## src/rtl/spi_irq_pkg.sv

```systemverilog
package spi_irq_pkg;

  // number of event sources; the bit encoding is fixed by the requirements
  localparam int SRC_N = 4;

  typedef enum logic [1:0] {
    RD_NONE = 2'd0,
    RD_CTRL = 2'd1,
    RD_MASK = 2'd2,
    RD_RAW  = 2'd3
  } rdSel_e;

  // strobes from decode control to the datapath
  typedef struct packed {
    logic   ctrlWr;
    logic   clrWr;
    rdSel_e rdSel;
  } regStrobe_t;

  // control-word bit that holds the enable for status index idx
  function automatic int enPos(input int idx, input int base);
    case (idx)
      0:       return base + 1;  // transmit done enable
      1:       return base;      // receive ready enable
      default: return base + idx;
    endcase
  endfunction

endpackage

```

## src/rtl/spi_irq_ctrl.sv

```systemverilog
module spi_irq_ctrl
  import spi_irq_pkg::*;
#(
  parameter int ADDR_W = 8,
  parameter logic [ADDR_W-1:0] OFF_CTRL = 8'h00,
  parameter logic [ADDR_W-1:0] OFF_CLR  = 8'h0c,
  parameter logic [ADDR_W-1:0] OFF_MASK = 8'h20,
  parameter logic [ADDR_W-1:0] OFF_RAW  = 8'h24
) (
  input  logic              busEn,
  input  logic              busWe,
  input  logic [ADDR_W-1:0] busAddr,
  output regStrobe_t        strb
);

  logic hitCtrl, hitClr, hitMask, hitRaw;
  logic isWrite, isRead;

  assign hitCtrl = (busAddr == OFF_CTRL);
  assign hitClr  = (busAddr == OFF_CLR);
  assign hitMask = (busAddr == OFF_MASK);
  assign hitRaw  = (busAddr == OFF_RAW);

  assign isWrite = busEn &  busWe;
  assign isRead  = busEn & ~busWe;

  always_comb begin
    strb.ctrlWr = isWrite & hitCtrl;
    strb.clrWr  = isWrite & hitClr;
    strb.rdSel  = RD_NONE;
    if (isRead) begin
      if (hitCtrl)      strb.rdSel = RD_CTRL;
      else if (hitMask) strb.rdSel = RD_MASK;
      else if (hitRaw)  strb.rdSel = RD_RAW;
    end
  end

endmodule

```

## src/rtl/spi_irq_datapath.sv

```systemverilog
module spi_irq_datapath
  import spi_irq_pkg::*;
#(
  parameter int DATA_W  = 32,
  parameter int EN_BASE = 4
) (
  input  logic              clk,
  input  logic              rst,
  input  regStrobe_t        strb,
  input  logic [DATA_W-1:0] wdata,
  input  logic [SRC_N-1:0]  evtVec,
  output logic [SRC_N-1:0]  rawStat,
  output logic [SRC_N-1:0]  enStat,
  output logic [DATA_W-1:0] rdata,
  output logic              irq
);

  localparam int EN_TOP = EN_BASE + SRC_N - 1;

  logic [SRC_N-1:0]  maskStat;
  logic [DATA_W-1:0] ctrlView;

  for (genvar i = 0; i < SRC_N; i++) begin : g_src
    // sticky raw bit: an event outranks a clear at the same edge
    always_ff @(posedge clk) begin
      if (rst)                         rawStat[i] <= 1'b0;
      else if (evtVec[i])              rawStat[i] <= 1'b1;
      else if (strb.clrWr && wdata[i]) rawStat[i] <= 1'b0;
    end

    // enables are held in status order, loaded from their control positions
    always_ff @(posedge clk) begin
      if (rst)              enStat[i] <= 1'b0;
      else if (strb.ctrlWr) enStat[i] <= wdata[enPos(i, EN_BASE)];
    end
  end

  assign maskStat = rawStat & enStat;
  assign irq      = |maskStat;

  always_comb begin
    ctrlView = '0;
    for (int i = 0; i < SRC_N; i++) ctrlView[enPos(i, EN_BASE)] = enStat[i];
  end

  always_comb begin
    unique case (strb.rdSel)
      RD_CTRL: rdata = ctrlView;
      RD_MASK: rdata = {{(DATA_W-SRC_N){1'b0}}, maskStat};
      RD_RAW:  rdata = {{(DATA_W-SRC_N){1'b0}}, rawStat};
      default: rdata = '0;
    endcase
  end

  if (EN_TOP >= DATA_W) begin : g_bad_cfg
    initial $error("enable field does not fit the data word");
  end

endmodule

```

## src/rtl/spi_irq_top.sv

```systemverilog
module spi_irq_top
  import spi_irq_pkg::*;
#(
  parameter int ADDR_W  = 8,
  parameter int DATA_W  = 32,
  parameter int EN_BASE = 4,
  parameter logic [ADDR_W-1:0] OFF_CTRL = 8'h00,
  parameter logic [ADDR_W-1:0] OFF_CLR  = 8'h0c,
  parameter logic [ADDR_W-1:0] OFF_MASK = 8'h20,
  parameter logic [ADDR_W-1:0] OFF_RAW  = 8'h24
) (
  input  logic              clk,
  input  logic              rst,
  input  logic              busEn,
  input  logic              busWe,
  input  logic [ADDR_W-1:0] busAddr,
  input  logic [DATA_W-1:0] busWdata,
  output logic [DATA_W-1:0] busRdata,
  input  logic              evtTxDone,
  input  logic              evtRxReady,
  input  logic              evtRxOverflow,
  input  logic              evtTxUnderrun,
  output logic              irq
);

  regStrobe_t       strb;
  logic [SRC_N-1:0] evtVec;
  logic [SRC_N-1:0] rawStat;
  logic [SRC_N-1:0] enStat;

  // status order: 0 tx done, 1 rx ready, 2 rx overflow, 3 tx underrun
  assign evtVec = {evtTxUnderrun, evtRxOverflow, evtRxReady, evtTxDone};

  spi_irq_ctrl #(
    .ADDR_W  (ADDR_W),
    .OFF_CTRL(OFF_CTRL),
    .OFF_CLR (OFF_CLR),
    .OFF_MASK(OFF_MASK),
    .OFF_RAW (OFF_RAW)
  ) u_ctrl (
    .busEn  (busEn),
    .busWe  (busWe),
    .busAddr(busAddr),
    .strb   (strb)
  );

  spi_irq_datapath #(
    .DATA_W (DATA_W),
    .EN_BASE(EN_BASE)
  ) u_dp (
    .clk    (clk),
    .rst    (rst),
    .strb   (strb),
    .wdata  (busWdata),
    .evtVec (evtVec),
    .rawStat(rawStat),
    .enStat (enStat),
    .rdata  (busRdata),
    .irq    (irq)
  );

endmodule

```

## config.mk

```make
export PLATFORM = sky130hd
export DESIGN_NAME = spi_irq_top
export DESIGN_NICKNAME = d
export VERILOG_FILES = /design/src/rtl/spi_irq_pkg.sv /design/src/rtl/spi_irq_ctrl.sv /design/src/rtl/spi_irq_datapath.sv /design/src/rtl/spi_irq_top.sv
export SDC_FILE = /design/constraint.sdc
export NUM_CORES = 1
export LEC_CHECK = 0
export BUFFER_PORTS_ARGS = -buffer_cell sky130_fd_sc_hd__buf_2
export CORE_AREA = 4 4 50 52
export DETAILED_ROUTE_END_ITERATION = 8
export DIE_AREA = 0 0 54 56
export GPL_TIMING_DRIVEN = 0
export HOLD_SLACK_MARGIN = 0.12
export PLACE_DENSITY_LB_ADDON = 0.05
export SLEW_MARGIN = 20
export SYNTH_ARGS = -nofsm -noshare
export SYNTH_HDL_FRONTEND = slang
export SYNTH_HIERARCHICAL = 1
export SYNTH_SLANG_ARGS = --single-unit
```

## constraint.sdc

```tcl
create_clock -name clk -period 7.7 [get_ports clk]
set_input_delay 2.31 -clock clk [delete_from_list [all_inputs] [get_ports clk]]
set_output_delay 2.31 -clock clk [all_outputs]
set_load 0.01 [all_outputs]
```

==> results_dict.tcl, run 1 <==
set metrics [dict create \
    finalMaxSlewViolations 0 \
    numCtsBuffers 3 \
    yosys.area.top_type_share_pct 28.5 \
    cp_slowest_cell "nor4_1" \
    cts_setup_buffers 0 \
    ys_seq_area_share_pct 24.3 \
    rsz0062_at_grt "false" \
    async_flop_share_pct 0 \
    path_common_cell "buf_2" \
    multi_input_area_um2 372 \
    slew_headroom_pct 42.1 \
    nets 183 \
    die_h_um 56 \
    crit_chain "buf_2, or4b_4, nor4_1, nor2b_4, and2_1, buf_2" \
    status "finished clean" \
    drt_iter0_drc 5 \
    critPathKind "in -> out" \
    dp_hpwl_um 1320 \
    synth.area.top_cells "buf_4 (28%), dfxtp_1 (24%), mux2i_1 (6.1%)" \
    ios 81 \
    syn_area_per_cell_um2 8.68 \
    dr.pass1.iters 2 \
    yosysMostFrequentCell "buf_4" \
    finClkSkew_ns 0 \
    drive_gt1_share_pct 47.4 \
    initial_core_util_pct 31.3 \
    crit_path_max_fanout 5 \
    cap_violations 0 \
    setup_violations 0 \
    gp_congestion 0.733 \
    yosys_warnings 6 \
    power.leakage_nw 0.591 \
    setup_slack_ns 1.09 \
    power_density_mw_per_mm2 106 \
    clk_pin_slew_ns 0.05 \
    vdd_drop_max_uv 59.7 \
    filler_cell_count 238 \
    synthFlopType "dfxtp_1" \
    finalHoldViolations 0 \
    cts_resized 0 \
    holdWs_ns 0.503 \
    holdBufCountCts 0 \
    viasPerCell 3.84 \
    die-area_mm2 0.00302 \
    synth_top_cell_by_area "buf_4" \
    fin_util_pct 45.5 \
    fin_crit_ns 6.61 \
    grt.overflow.total 0 \
    grt_pass1_vias 503 \
    pre_cts_ws_ns 1.13 \
    intPower_uw 75.2 \
    end_kind "output pin" \
    p_clk_share_pct 31.0 \
    die_x_um 54 \
    seq_area_um2 160 \
    ys_ff_latch 8 \
    combPwrFrac_pct 25.5 \
    area_growth_pct 45.4 \
    core_mm2 0.00211 \
    vias 619 \
    cts_htree_levels 1 \
    period_share_pct 85.9 \
    cts_root_buf "clkbuf_4" \
    clock-sinks 8 \
    crit_path_start_kind "input port" \
    antenna_found_initial 0 \
    grtUsageTotal_pct 9.42 \
    synth_edf_count 0 \
    seqPwrFrac_pct 43.5 \
    arrival_ns 4.30 \
    cpPeakStageDelay_ns 0.76 \
    synthTopCellsByCount "buf_4 (25), dfxtp_1 (8), nor2_1 (8)" \
    insertion_delay_ns 0.25 \
    syn_inst 76 \
    rows 17 \
    clock_path_buffers 2 \
    drc 0 \
    fmax_mhz 151 \
    switching_power_uw 26.1 \
    ant_nets 0 \
    worstMarginPinSlew_ns 0.861 \
    fin_tns_setup_ns 0 \
    io_buffers 31 \
    wl_per_cell_um 9.51 \
    syn_area_um2 659 \
    wl_um 1530 \
    hold_path.class "reg -> reg" \
    grt_start_max_net_pins 9 \
    grt_pass1_wl_um 2110 \
    cts_tree "yes" \
    swShare_pct 25.8 \
    required_ns 5.39 \
    diodes 0 \
    yosysUniqueCellTypes 21 \
]
## stage by stage
stage	power [mW]	cell area, um2	instances
floorplan	0.0633	746	99
global placement	0.0701	936	158
detailed placement	0.0703	936	158
CTS	0.103	958	161
global route	0.108	958	161
finish	0.101	958	161
## sequential cells by signal (all words and copies together) (netlist names)
name / flops
u_dp/enStat: 4
u_dp/rawStat: 4
## layout make-up
cell class,count,share of cell area [%]
Multi-Input combinational cell,61,38.8
Clock buffer,3,2.35
Buffer,26,20.8
Inverter,4,1.57
Tap cell,28,3.66
Sequential cell,8,16.7
Timing Repair Buffer,31,16.2
## layer usage
layer	vias up	GRT usage (%)	part of all wire (%)
met5	-	0	0
met4	0	6.41	0.85
met3	2	2.41	12
met2	31	13.8	46
met1	252	11.6	41
li1	334	-	-
## cells by family (layout without fill, tap and decap cells)
kind of cell	Yosys count	after routing	synth area share, %
muxes	4	4	6.07
buffers and inverters	30	64	32.4
AOI/OAI and AO/OA	10	10	13.7
DFF	8	8	24.3
xor gates and xnor gates	1	1	1.33
and+or+nand+nor	22	22	21.6
other	1	24	0.569
## power by group through the flow
| stage | clock (mW) | sequential [mW] | combinational [mW] |
|---|---|---|---|
| 6_report | 0.0314 | 0.0441 | 0.0259 |
| 5_1_grt | 0.0358 | 0.0443 | 0.0283 |
| 4_1_cts | 0.0335 | 0.0441 | 0.0254 |
| 3_5_place_dp | 0 | 0.0450 | 0.0253 |
| 3_3_place_gp | 0 | 0.0450 | 0.0251 |
| 2_1_floorplan | 0 | 0.0447 | 0.0186 |
## final timing paths
check                                       to                    startpoint  cells after the start  slack (ns)
setup / recovery                   busRdata[4]                    busAddr[7]                      6        1.09
hold reg to reg   u_dp/rawStat[3]$_SDFFE_PP0P_  u_dp/rawStat[3]$_SDFFE_PP0P_                      2        0.50
hold / removal    u_dp/rawStat[3]$_SDFFE_PP0P_  u_dp/rawStat[3]$_SDFFE_PP0P_                      2        0.50
setup reg to reg  u_dp/rawStat[1]$_SDFFE_PP0P_  u_dp/rawStat[1]$_SDFFE_PP0P_                      2        7.01
## worst max-delay path: cells and delay by family
family	cells	cell delay (ns)
simple gates	4	1.78
buf+inv	2	0.22
## cells in the final DEF, fill, tap and decap left out
cell	count
nor3_1	1
nand2b_1	1
conb_1	24
a22oi_1	2
or3_1	1
nand2_1	1
dfxtp_1	8
nor4b_2	1
nor2_1	8
or4b_4	1
nor4_1	2
buf_6	1
xor2_1	1
nor2b_4	1
buf_2	31
or4bb_1	1
buf_4	25
inv_1	4
o211a_1	4
mux2i_1	4
clkbuf_4	3
a311oi_1	4
and2_1	4
Note: power is estimated with default switching activity, not from simulation.
==> inputs of run 2 (changes only) <==
- CORE_AREA: 4 4 50 52 -> 2 2 48 50
- DIE_AREA: 0 0 54 56 -> 0 0 50 52
==> results_dict.tcl, run 2 (synthesis gave the netlist of run 1 again) <==
set metrics [dict create \
    crit_path_max_fanout 5 \
    status "finished clean" \
    setup_violations 0 \
    gr-usage-met3_pct 2.01 \
    cts_setup_buffers 0 \
    clk_pin_slew_ns 0.05 \
    fin_tns_setup_ns 0 \
    path_common_cell "buf_2" \
    fin_util_pct 45.5 \
    dr.pass1.iters 2 \
    finalHoldViolations 0 \
    slew_headroom_pct 45.3 \
    grt_pass1_vias 526 \
    grt_pass1_wl_um 2080 \
    finClkSkew_ns 0 \
    critPathKind "in -> out" \
    gp_congestion 0.666 \
    io_buffers 31 \
    insertion_delay_ns 0.25 \
    drt_iter0_drc 6 \
    end_kind "output pin" \
    period_share_pct 85.0 \
    die_h_um 52 \
    worstMarginPinSlew_ns 0.813 \
    die_x_um 50 \
    finalMaxSlewViolations 0 \
    ant_nets 0 \
    initial_core_util_pct 31.3 \
    crit_path_start_kind "input port" \
    wl_per_cell_um 8.30 \
    cts_htree_levels 1 \
    final_common_cell "buf_2" \
    fin_crit_ns 6.55 \
    cp_slowest_cell "nor4_1" \
    numCtsBuffers 3 \
    cts_resized 0 \
    final_cell_mix "buf_2 (31), buf_4 (25), conb_1 (24), nor2_1 (8), dfxtp_1 (8)" \
    holdBufCountCts 0 \
    required_ns 5.39 \
    die-area_mm2 0.00260 \
    critPathBufInv 2 \
    use_met1_pct 13.1 \
    cts_root_buf "clkbuf_4" \
    grtUsageTotal_pct 10.5 \
    rsz0062_at_grt "false" \
    met2_usage_pct 16.4 \
    vias 606 \
    ios 81 \
    drc 0 \
    grt.overflow.total 0 \
    hold_path.class "reg -> reg" \
    grt_start_max_net_pins 9 \
    power.leakage_nw 0.591 \
    wl_um 1340 \
    grt-busiest-layer "met2" \
    rows 17 \
    fmax_mhz 153 \
    cts_tree "yes" \
    arrival_ns 4.24 \
    clock_path_buffers 2 \
    reg.largest.list "u_dp/enStat (4), u_dp/rawStat (4)" \
    diodes 0 \
    viasPerCell 3.76 \
    dp_hpwl_um 1160 \
    crit_chain "buf_2, or4b_4, nor4_1, nor2b_4, and2_1, buf_2" \
    vdd_drop_max_uv 78.2 \
    power_density_mw_per_mm2 106 \
    area_growth_pct 45.4 \
    core_mm2 0.00211 \
    antenna_found_initial 0 \
    totalPowerFinal_uw 102 \
    critPathTopFamily "simple AND/OR/NAND/NOR gates" \
    cpPeakStageDelay_ns 0.73 \
    clock-sinks 8 \
    cap_violations 0 \
    nets 183 \
    drive_gt1_share_pct 47.4 \
]
[run 2: cell counts in the layout (fill, tap and decap cells not counted)]
Identical to the previous run, type by type.
[run 2: worst paths after layout]
check,start,to,slack (ns),depth (start not counted)
setup / recovery,busAddr[7],busRdata[6],1.15,6
hold / removal,u_dp/rawStat[2]$_SDFFE_PP0P_,u_dp/rawStat[2]$_SDFFE_PP0P_,0.51,2
setup reg to reg,u_dp/rawStat[1]$_SDFFE_PP0P_,u_dp/rawStat[1]$_SDFFE_PP0P_,7.01,2
hold reg to reg,u_dp/rawStat[2]$_SDFFE_PP0P_,u_dp/rawStat[2]$_SDFFE_PP0P_,0.51,2
[run 2: per-stage QoR]
stage	setup WS, ns	cells	cell area, um2	hold WS (ns)
after floorplan	1.58	99	746	0.481
after global placement	1.24	158	936	0.495
after detailed placement	1.17	158	936	0.508
after CTS	1.17	161	958	0.516
after global routing	0.988	161	958	0.547
final	1.15	161	958	0.511
[run 2: layout make-up]
cell class | count | area, um2
plain buffers | 26 | 199
clock buffers | 3 | 22.5
fillers | 231 | 1150
inverters | 4 | 15.0
multi-input cells | 61 | 372
flip-flops and latches | 8 | 160
well taps | 28 | 35.0
repair buffers | 31 | 155
[run 2: layer usage]
layer  share of wire [%]  up-vias
met2                  43       34
met4                0.67        0
met5                   0        -
met3                  10        2
met1                  46      238
li1                    -      332
[run 2: worst min-delay path: cells and delay by family (launching register included)]
family,cells,cell delay (ns)
flops,1,0.32
simple gates,1,0.10
compound gates,1,0.04
[run 2: power by group]
group	internal, mW	switching (mW)
Clock	0.0178	0.0138
Sequential	0.0430	0.00119
Combinational	0.0145	0.0113
Total	0.0752	0.0263
==> inputs of run 3 (changes only) <==
- CORE_AREA: 2 2 48 50 -> 2 2 49 51
- DIE_AREA: 0 0 50 52 -> 0 0 51 53
- clock period: 7.7 -> 6.2 ns (I/O delays scaled with it)
==> results_dict.tcl, run 3 (synthesis gave the netlist of run 1 again) <==
set metrics [dict create \
    status "finished clean" \
    drc 0 \
    vdd_drop_max_uv 98.3 \
    totalPowerFinal_uw 126 \
    critPathBufInv 2 \
    nets 183 \
    grt_pass1_vias 571 \
    die_x_um 51 \
    dr.pass1.iters 3 \
    drt_iter0_drc 8 \
    required_ns 4.34 \
    cp_slowest_cell "nor4_1" \
    die-area_mm2 0.00270 \
    cpPeakStageDelay_ns 0.71 \
    wl_um 1420 \
    die_h_um 53 \
    critPathTopFamily "simple AND/OR/NAND/NOR gates" \
    finClkSkew_ns 0 \
    crit_path_start_kind "input port" \
    multi_input_area_um2 372 \
    hold_path.class "reg -> reg" \
    fmax_mhz 177 \
    antenna_found_initial 0 \
    initial_core_util_pct 30.7 \
    cap_violations 0 \
    drive_gt1_share_pct 47.4 \
    design_area_um2 958 \
    seq_area_um2 160 \
    crit_path_max_fanout 5 \
    p_clk_share_pct 31.1 \
    clk_pin_slew_ns 0.05 \
    grt.overflow.total 0 \
    rsz0062_at_grt "false" \
    numCtsBuffers 3 \
    swShare_pct 26.0 \
    reg.largest.list "u_dp/enStat (4), u_dp/rawStat (4)" \
    slew_headroom_pct 46.7 \
    grt_pass1_wl_um 2280 \
    area_growth_pct 45.4 \
    cts_tree "yes" \
    viasPerCell 3.84 \
    dp_hpwl_um 1240 \
    finalHoldViolations 0 \
    cts_resized 0 \
    cts_root_buf "clkbuf_4" \
    clock_path_buffers 2 \
    filler_cell_count 231 \
    vias 618 \
    setup_violations 0 \
    power_density_mw_per_mm2 132 \
    fin_tns_setup_ns 0 \
    end_kind "output pin" \
    crit_chain "buf_2, or4b_4, nor4_1, nor2b_4, and2_1, buf_2" \
    seqPwrFrac_pct 43.4 \
    critPathKind "in -> out" \
    ios 81 \
    fin_util_pct 44.6 \
    insertion_delay_ns 0.25 \
    arrival_ns 3.78 \
    holdWs_ns 0.508 \
    final_cell_mix "buf_2 (31), buf_4 (25), conb_1 (24), nor2_1 (8), dfxtp_1 (8)" \
    combPwrFrac_pct 25.5 \
    ant_nets 0 \
    postPlaceCellArea_um2 936 \
    core_mm2 0.00215 \
    gp_congestion 0.721 \
    grt_start_max_net_pins 9 \
    intPower_uw 93.5 \
    path_common_cell "buf_2" \
    fin_crit_ns 5.64 \
    rows 17 \
    cts_setup_buffers 0 \
    cts_htree_levels 1 \
    diodes 0 \
    finalMaxSlewViolations 0 \
    holdBufCountCts 0 \
    period_share_pct 91.0 \
    clock-sinks 8 \
    wl_per_cell_um 8.80 \
    grtUsageTotal_pct 11.5 \
    power.leakage_nw 0.591 \
    io_buffers 31 \
    final_common_cell "buf_2" \
    switching_power_uw 32.8 \
    worstMarginPinSlew_ns 0.792 \
]
-- run 3: final cells by class --
cell class              instances  share of cell area (%)
plain buffers                  26                    20.8
clock buffers                   3                    2.35
inverters                       4                    1.57
multi-input cells              61                    38.8
flip-flops and latches          8                    16.7
well taps                      28                    3.66
repair buffers                 31                    16.2
-- run 3: routing by layer --
metal  wire, um  GRT usage [%]  up-vias  share of wire [%]
met5          0              0        -                  0
met4          0           6.76        0                  0
met3        183           3.67        0                 13
met2        649           19.7       32                 46
met1        583           12.3      259                 41
li1           -              -      327                  -
-- run 3: tightest hold or removal path, delay by kind of cell, from the launching register on --
family	cells	cell delay [ns]
AOI/OAI and AO/OA	1	0.04
and+or+nand+nor	1	0.10
DFF	1	0.32
-- run 3: worst paths after layout --
kind                                       end  cells after the start  slack (ns)                          from
setup / recovery                   busRdata[6]                      6        0.56                    busAddr[7]
hold / removal    u_dp/rawStat[1]$_SDFFE_PP0P_                      2        0.51  u_dp/rawStat[1]$_SDFFE_PP0P_
setup reg to reg  u_dp/rawStat[2]$_SDFFE_PP0P_                      2        5.50  u_dp/rawStat[2]$_SDFFE_PP0P_
hold reg to reg   u_dp/rawStat[1]$_SDFFE_PP0P_                      2        0.51  u_dp/rawStat[1]$_SDFFE_PP0P_
-- run 3: stage by stage --
stage | std cells | worst slack (ns)
2_1_floorplan | 99 | 0.978
3_3_place_gp | 158 | 0.638
3_5_place_dp | 158 | 0.579
4_1_cts | 161 | 0.582
5_1_grt | 161 | 0.399
6_report | 161 | 0.558
-- run 3: power by group through the flow --
stage | Clock [mW] | Combinational (mW) | Sequential [mW]
finish | 0.0393 | 0.0322 | 0.0548
CTS | 0.0408 | 0.0318 | 0.0549
floorplan | 0 | 0.0231 | 0.0555
detailed placement | 0 | 0.0317 | 0.0560
global route | 0.0447 | 0.0357 | 0.0550
global placement | 0 | 0.0311 | 0.0559
